`config.mk`:
```
export PLATFORM = sky130hd
export DESIGN_NAME = mbox_dev
export DESIGN_NICKNAME = d
export VERILOG_FILES = /design/src/rtl/mbox_pkg.sv /design/src/rtl/mbox_ready_timer.sv /design/src/rtl/mbox_payload_ram.sv /design/src/rtl/mbox_exec.sv /design/src/rtl/mbox_dev.sv
export SDC_FILE = /design/constraint.sdc
export NUM_CORES = 2
export LEC_CHECK = 0
export BUFFER_PORTS_ARGS = -buffer_cell sky130_fd_sc_hd__buf_2
export CAP_MARGIN = 20
export CELL_PAD_IN_SITES_DETAIL_PLACEMENT = 0
export CELL_PAD_IN_SITES_GLOBAL_PLACEMENT = 1
export CORE_AREA = 2 2 514 414
export CTS_CLUSTER_SIZE = 8
export DETAILED_ROUTE_END_ITERATION = 10
export DIE_AREA = 0 0 516 416
export PLACE_DENSITY_LB_ADDON = 0.1
export SETUP_SLACK_MARGIN = 0.1
export SLEW_MARGIN = 20
export SYNTH_ARGS = -nofsm -noshare
export SYNTH_HDL_FRONTEND = slang
export SYNTH_SLANG_ARGS = --single-unit
```
`constraint.sdc`:
```
create_clock -name clk -period 4.9 [get_ports clk]
set_input_delay 0 -clock clk [delete_from_list [all_inputs] [get_ports clk]]
set_output_delay 0 -clock clk [all_outputs]
set_load 0.005 [all_outputs]
```
`src/rtl/mbox_pkg.sv`:
```
// Shared constants for the command mailbox: register word indices,
// executor opcodes and return codes, and a byte-enable merge helper.
package mbox_pkg;
    localparam logic [2:0] RW_CAP    = 3'd0;
    localparam logic [2:0] RW_CTRL   = 3'd1;
    localparam logic [2:0] RW_OPC    = 3'd2;
    localparam logic [2:0] RW_LEN    = 3'd3;
    localparam logic [2:0] RW_STAT   = 3'd4;
    localparam logic [2:0] RW_DEVST  = 3'd5;

    localparam logic [15:0] OPC_ECHO = 16'h0001;
    localparam logic [15:0] OPC_FAIL = 16'h0002;
    localparam logic [15:0] OPC_BIG  = 16'h0003;
    localparam logic [15:0] OPC_HANG = 16'h00FF;

    localparam logic [15:0] RC_OK     = 16'h0000;
    localparam logic [15:0] RC_UNSUPP = 16'h0002;
    localparam logic [15:0] RC_FAIL   = 16'h0005;

    localparam int LEN_W = 21;

    // Merge new bytes into an old word under byte enables.
    function automatic logic [31:0] be_merge(input logic [31:0] old_w,
                                             input logic [31:0] new_w,
                                             input logic [3:0]  be);
        logic [31:0] res;
        for (int i = 0; i < 4; i++)
            res[8*i +: 8] = be[i] ? new_w[8*i +: 8] : old_w[8*i +: 8];
        return res;
    endfunction
endpackage

```
`src/rtl/mbox_ready_timer.sv`:
```
// Raises the mailbox-ready flag DLY cycles after reset release and holds it.
// Assumes DLY >= 1.
module mbox_ready_timer #(
    parameter int DLY = 16
) (
    input  logic clk,
    input  logic rst_n,
    output logic ready_o
);
    localparam int CW = $clog2(DLY + 1);
    logic [CW-1:0] cnt;

    // Count up after reset until the delay has elapsed, then latch ready.
    always_ff @(posedge clk) begin
        if (!rst_n) begin
            cnt     <= '0;
            ready_o <= 1'b0;
        end else if (!ready_o) begin
            cnt     <= cnt + 1'b1;
            ready_o <= (cnt == CW'(DLY - 1));
        end
    end
endmodule

```
`src/rtl/mbox_payload_ram.sv`:
```
// Payload store with byte-enable writes and an asynchronous read port.
// Assumes the caller gates the write enable while the doorbell is set.
module mbox_payload_ram #(
    parameter int WORDS = 64,
    parameter int AW    = 6
) (
    input  logic          clk,
    input  logic          we,
    input  logic [AW-1:0] waddr,
    input  logic [31:0]   wdata,
    input  logic [3:0]    be,
    input  logic [AW-1:0] raddr,
    output logic [31:0]   rdata
);
    import mbox_pkg::*;
    logic [31:0] mem [WORDS];

    // Store enabled bytes of the addressed word.
    always_ff @(posedge clk) begin
        if (we) mem[waddr] <= be_merge(mem[waddr], wdata, be);
    end

    assign rdata = mem[raddr];
endmodule

```
`src/rtl/mbox_exec.sv`:
```
// Toy command executor behind the mailbox. It starts when req rises,
// answers once after LAT cycles and drops the command if req falls.
// Assumes opcode and in_len are stable while req is high.
module mbox_exec #(
    parameter int LAT = 4
) (
    input  logic                       clk,
    input  logic                       rst_n,
    input  logic                       req,
    input  logic [15:0]                opcode,
    input  logic [mbox_pkg::LEN_W-1:0] in_len,
    output logic                       done,
    output logic [15:0]                rc,
    output logic [mbox_pkg::LEN_W-1:0] out_len
);
    import mbox_pkg::*;
    localparam int CW = $clog2(LAT + 1);
    typedef enum logic [1:0] {EX_IDLE, EX_RUN, EX_HOLD} ex_st_t;
    ex_st_t        st;
    logic [CW-1:0] cnt;
    logic          at_end;

    assign at_end = (cnt == CW'(LAT - 1));
    assign done   = (st == EX_RUN) && req && at_end && (opcode != OPC_HANG);

    // Per-opcode answer.
    always_comb begin
        case (opcode)
            OPC_ECHO: begin rc = RC_OK;     out_len = in_len;        end
            OPC_FAIL: begin rc = RC_FAIL;   out_len = '0;            end
            OPC_BIG:  begin rc = RC_OK;     out_len = {LEN_W{1'b1}}; end
            default:  begin rc = RC_UNSUPP; out_len = '0;            end
        endcase
    end

    // Sequence idle -> run -> hold, returning to idle when req drops.
    always_ff @(posedge clk) begin
        if (!rst_n) begin
            st  <= EX_IDLE;
            cnt <= '0;
        end else begin
            case (st)
                EX_IDLE: if (req) begin st <= EX_RUN; cnt <= '0; end
                EX_RUN: begin
                    if (!req)        st  <= EX_IDLE;
                    else if (done)   st  <= EX_HOLD;
                    else if (!at_end) cnt <= cnt + 1'b1;
                end
                default: if (!req) st <= EX_IDLE;
            endcase
        end
    end
endmodule

```
`src/rtl/mbox_dev.sv`:
```
// Device-side mailbox register block. It decodes host register accesses,
// owns the doorbell handshake, runs the executor and the timeout counter,
// and posts the return code and output length. Read data is registered,
// so it is valid one cycle after reg_rd.
module mbox_dev #(
    parameter int          PAY_EXP    = 8,
    parameter int          READY_DLY  = 16,
    parameter int          TMO_CYCLES = 500_000_000,
    parameter int          EXEC_LAT   = 4,
    parameter logic [15:0] TMO_RC     = 16'h00FE
) (
    input  logic               clk,
    input  logic               rst_n,
    input  logic [PAY_EXP-2:0] reg_addr,
    input  logic [31:0]        reg_wdata,
    input  logic [3:0]         reg_be,
    input  logic               reg_wr,
    input  logic               reg_rd,
    output logic [31:0]        reg_rdata
);
    import mbox_pkg::*;
    localparam int AW        = PAY_EXP - 1;
    localparam int PAW       = PAY_EXP - 2;
    localparam int PAY_BYTES = 1 << PAY_EXP;
    localparam int PAY_WORDS = PAY_BYTES / 4;
    localparam int TW        = $clog2(TMO_CYCLES + 1);

    logic              ready, db_q, host_ok, ring, tmo_hit, is_pay;
    logic [15:0]       op_q, rc_q, ex_rc;
    logic [LEN_W-1:0]  len_q, ex_len, len_clamped;
    logic [TW-1:0]     tmo_cnt;
    logic              ex_done;
    logic [31:0]       pay_rd, rd_mux;

    assign is_pay  = reg_addr[AW-1];
    assign host_ok = reg_wr && !db_q;
    assign ring    = reg_wr && (reg_addr == AW'(RW_CTRL)) && reg_be[0]
                     && reg_wdata[0] && !db_q && ready;
    assign tmo_hit = db_q && !ex_done && (tmo_cnt == TW'(TMO_CYCLES - 1));
    assign len_clamped = (ex_len > LEN_W'(PAY_BYTES)) ? LEN_W'(PAY_BYTES) : ex_len;

    mbox_ready_timer #(.DLY(READY_DLY)) u_ready (
        .clk(clk), .rst_n(rst_n), .ready_o(ready));

    mbox_payload_ram #(.WORDS(PAY_WORDS), .AW(PAW)) u_ram (
        .clk(clk), .we(host_ok && is_pay), .waddr(reg_addr[PAW-1:0]),
        .wdata(reg_wdata), .be(reg_be), .raddr(reg_addr[PAW-1:0]),
        .rdata(pay_rd));

    mbox_exec #(.LAT(EXEC_LAT)) u_exec (
        .clk(clk), .rst_n(rst_n), .req(db_q), .opcode(op_q), .in_len(len_q),
        .done(ex_done), .rc(ex_rc), .out_len(ex_len));

    // Command fields, doorbell and completion posting.
    always_ff @(posedge clk) begin
        if (!rst_n) begin
            db_q  <= 1'b0;
            op_q  <= '0;
            len_q <= '0;
            rc_q  <= '0;
        end else begin
            if (host_ok && reg_addr == AW'(RW_OPC)) begin
                if (reg_be[0]) op_q[7:0]  <= reg_wdata[7:0];
                if (reg_be[1]) op_q[15:8] <= reg_wdata[15:8];
            end
            if (host_ok && reg_addr == AW'(RW_LEN)) begin
                if (reg_be[0]) len_q[7:0]   <= reg_wdata[7:0];
                if (reg_be[1]) len_q[15:8]  <= reg_wdata[15:8];
                if (reg_be[2]) len_q[20:16] <= reg_wdata[20:16];
            end
            if (ring) begin
                db_q <= 1'b1;
            end else if (db_q && ex_done) begin
                db_q  <= 1'b0;
                rc_q  <= ex_rc;
                len_q <= len_clamped;
            end else if (tmo_hit) begin
                db_q  <= 1'b0;
                rc_q  <= TMO_RC;
                len_q <= '0;
            end
        end
    end

    // Busy-time counter for the execution budget.
    always_ff @(posedge clk) begin
        if (!rst_n) tmo_cnt <= '0;
        else        tmo_cnt <= db_q ? tmo_cnt + 1'b1 : '0;
    end

    // Read-side decode.
    always_comb begin
        rd_mux = '0;
        if (is_pay) rd_mux = pay_rd;
        else case (reg_addr)
            AW'(RW_CAP):   rd_mux = 32'(PAY_EXP);
            AW'(RW_CTRL):  rd_mux = {31'd0, db_q};
            AW'(RW_OPC):   rd_mux = {16'd0, op_q};
            AW'(RW_LEN):   rd_mux = {11'd0, len_q};
            AW'(RW_STAT):  rd_mux = {16'd0, rc_q};
            AW'(RW_DEVST): rd_mux = {27'd0, ready, 4'd0};
            default:       rd_mux = '0;
        endcase
    end

    // Register the read result.
    always_ff @(posedge clk) begin
        if (!rst_n)      reg_rdata <= '0;
        else if (reg_rd) reg_rdata <= rd_mux;
    end


    op_locked_chk: assert property (@(posedge clk) disable iff (!rst_n)
        $past(db_q) |-> $stable(op_q));

    db_owner_chk: assert property (@(posedge clk) disable iff (!rst_n)
        $fell(db_q) |-> $past(ex_done || tmo_hit));

    ring_ready_chk: assert property (@(posedge clk) disable iff (!rst_n)
        $rose(db_q) |-> ready);

    stat_frozen_chk: assert property (@(posedge clk) disable iff (!rst_n)
        !$stable(rc_q) |-> $fell(db_q));

    tmo_post_chk: assert property (@(posedge clk) disable iff (!rst_n)
        tmo_hit |=> (!db_q && rc_q == TMO_RC && len_q == '0));

    len_clamp_chk: assert property (@(posedge clk) disable iff (!rst_n)
        $fell(db_q) |-> (len_q <= LEN_W'(PAY_BYTES)));
endmodule

```
==> results.json <==
{
  "hold_viol": 0,
  "maxCapViolCount": 0,
  "fmax_ghz": 0.290,
  "hp-class": "in -> reg",
  "cts_tree": "built",
  "rsz0062_at_grt": "no",
  "routed_via_density": 6.07,
  "critPathLaunchType": "register",
  "ys_warn_count": 0,
  "crit_required_ps": 5390,
  "dr.pass1.iters": 5,
  "fin_hold_ws_ps": 33.4,
  "clock-root-buffer": "clkbuf_16",
  "synth_seq_cells": 2162,
  "yosysTopAreaCell": "edfxtp_1",
  "hp-start": "reg_wdata[31]",
  "cp_max_fo": 21,
  "core_um2": 210000,
  "syn_to_final_growth_pct": 18.2,
  "cp_slowest_cell": "nor2_4",
  "postRouteAntennaNets": 0,
  "rr_worst_depth": 7,
  "clkSlewWorstSetupHoldPaths_ps": 50,
  "vias": 46100,
  "netlist_area_um2": 83500,
  "cts_sinks": 2162,
  "route.detailed.drc": 0,
  "synthArstFlopShare": 0,
  "gp_congestion": 0.789,
  "max_slew_margin": 0.180,
  "status": "finished, final reports clean",
  "syn_inst": 4188,
  "postCtsResizedCells": 0,
  "place_inst": 7123,
  "r2r-start": "db_q",
  "end_kind": "register",
  "place_area_um2": 89700,
  "worst_pin_slew_ps": 1230,
  "power_leakage_nw": 31.7,
  "grt_usage": 0.270,
  "ios": 79,
  "grt_max_degree": 84,
  "ys_types": 74,
  "slew_viol_final": 0,
  "numCtsBuffers": 312,
  "drtIter0Drc": 6449,
  "hpwl_mm": 164,
  "grt_overflow": 0,
  "avgSynthCellArea_um2": 19.9,
  "dieWidth_um": 516,
  "die_h_um": 416,
  "port_buffers": 78,
  "clock_skew_ps": 65.0,
  "design_area_um2": 98700,
  "cp.arrival_ps": 3950,
  "ir_worst_vdd_mv": 0.262,
  "dieArea_um2": 215000,
  "synth_edf_count": 2048,
  "synth_top_flop_cell": "edfxtp_1",
  "grt_first_pass_wirelength_mm": 391,
  "min_period_over_period": 0.705,
  "finalSetupViolCount": 0,
  "p_per_area_nw_per_um2": 431,
  "r2r_slack_ps": 1450,
  "wl_per_cell_um": 38.4,
  "rows": 151,
  "clk_latency_ps": 850,
  "netlist.area_leader.share": 0.736,
  "hold_depth": 4,
  "antenna_found_initial": 21,
  "htree_num_levels": 5,
  "layout_common_cells": "2,048 x edfxtp_1, 414 x mux4_2, 322 x clkbuf_16",
  "fin_cells": 7590,
  "yosysSeqAreaShare": 0.764,
  "worstHoldEndpoint": "u_ram.mem[2][31]",
  "wirelength_mm": 292,
  "slowest_delay_ps": 910,
  "setup_tns_ps": 0,
  "path_common_cell": "nand2_1",
  "r2r_end": "u_ram.mem[16][29]",
  "final_common_cell": "edfxtp_1",
  "nets": 4696,
  "synth.net_count": 4240,
  "synth_area_leaders": "edfxtp_1 74%, mux4_2 11%, mux2i_1 2.9%",
  "grt_pass1_vias": 44500,
  "final_layout_size_suffix_gt1_frac": 0.257,
  "crit_chain": "nor2b_1 > buf_4 > nand2_1 > nor2_1 > nand2_1 > nor2_4 > buf_12",
  "worst-setup-path-type": "reg -> reg",
  "cts_buffer_depth": 4,
  "fin_crit_ps": 3450,
  "start_util": 0.398
}
-- metrics by stage --
stage / total power [W] / setup WS (ps) / utilization
2_1_floorplan: 0.0224 / 782 / -
3_3_place_gp: 0.0234 / 735 / 0.427
3_5_place_dp: 0.0234 / 758 / 0.427
4_1_cts: 0.0429 / 1430 / 0.470
5_1_grt: 0.0437 / 1200 / 0.470
6_report: 0.0425 / 1450 / 0.470
-- worst max path at each step --
| stage | from | to | slack, ps | cells after the start |
|---|---|---|---|---|
| 2_1_floorplan | reg_addr[1] | u_ram.mem[0][18] | 780 | 10 |
| 3_3_place_gp | reg_addr[1] | reg_rdata[4] | 730 | 8 |
| 3_5_place_dp | reg_addr[1] | reg_rdata[4] | 760 | 8 |
| 4_1_cts | u_ram.mem[46][9] | u_ram.mem[12][9] | 1430 | 6 |
| 5_1_grt | reg_addr[1] | reg_rdata[4] | 1200 | 8 |
| 6_report | db_q | u_ram.mem[16][29] | 1450 | 7 |
-- power by group --
part	leakage (nW)	internal (W)	switching [W]	total, W
Clock	4.16	0.0118	0.00760	0.0194
Combinational	8.19	0.000710	0.00159	0.00230
Sequential	19.4	0.0208	0.0000253	0.0208
Total	31.7	0.0333	0.00921	0.0425
-- state kept, by name, summed over array words and instances, names as in the netlist --
name             count
rc_q                 4
u_ready.cnt          5
db_q                 1
u_exec.st            2
op_q                16
len_q               21
u_exec.cnt           3
tmo_cnt             29
reg_rdata           32
u_ram.mem         2048
u_ready.ready_o      1
-- cell type report --
type / count / area [um^2]
clock inverters: 12 / 189
flip-flops and latches: 2162 / 63800
inverters: 41 / 154
fillers: 17700 / 111000
multi-input cells: 1756 / 19300
repair buffers: 371 / 3360
diodes: 3 / 7.51
well taps: 2830 / 3540
clock buffers: 415 / 8410
-- timing repair --
item                                   CTS  global route
endpoints found under the hold margin  666             0
setup buffers                            0             0
hold buffers                            37             0
-- synthesized netlist by cell type, types with 5 or more instances --
library cell  count
o21ai_1           9
and2_1           15
o211ai_1          9
edfxtp_1       2048
ha_1              5
o211a_1           7
nand2_1         166
nand3_1          65
mux4_2          414
a21oi_1          63
buf_6            13
nor2_1          176
a22o_1           16
buf_1            17
xnor2_1          15
and3_1           16
nor2b_1          22
mux2_2           24
and4_1            7
nor3_1           28
a221oi_1         12
nor4bb_1          6
nand4_1          47
buf_2            85
o21ai_0          32
mux2i_1         242
a22oi_1         198
a31oi_1          20
buf_4            43
xor2_1           11
inv_1            40
or3_1            16
clkbuf_1         71
o22ai_1          19
dfxtp_1         114
a32oi_1          14
nor4_1           13
-- layer usage --
layer,routed length [um],GRT usage,vias to the layer above
met4,8560,0.0748,8
met3,26600,0.0601,438
met1,127000,0.402,25100
li1,-,-,18200
met2,129000,0.398,2300
met5,55,0,-
-- worst max-delay path, delay by kind of cell, from the launching register on --
| kind | cells | cell delay [ps] |
|---|---|---|
| buf+inv | 2 | 570 |
| flops | 1 | 430 |
| simple gates | 5 | 2070 |
-- kinds of logic after synthesis --
| group | after synthesis | synth area share |
|---|---|---|
| simple gates | 614 | 0.0360 |
| fa+ha+maj | 5 | 0.000749 |
| mux | 681 | 0.144 |
| xor+xnor | 26 | 0.00273 |
| buf+inv | 270 | 0.0165 |
| compound gates | 430 | 0.0363 |
| flops | 2162 | 0.764 |
(Power assumes the default switching activity.)
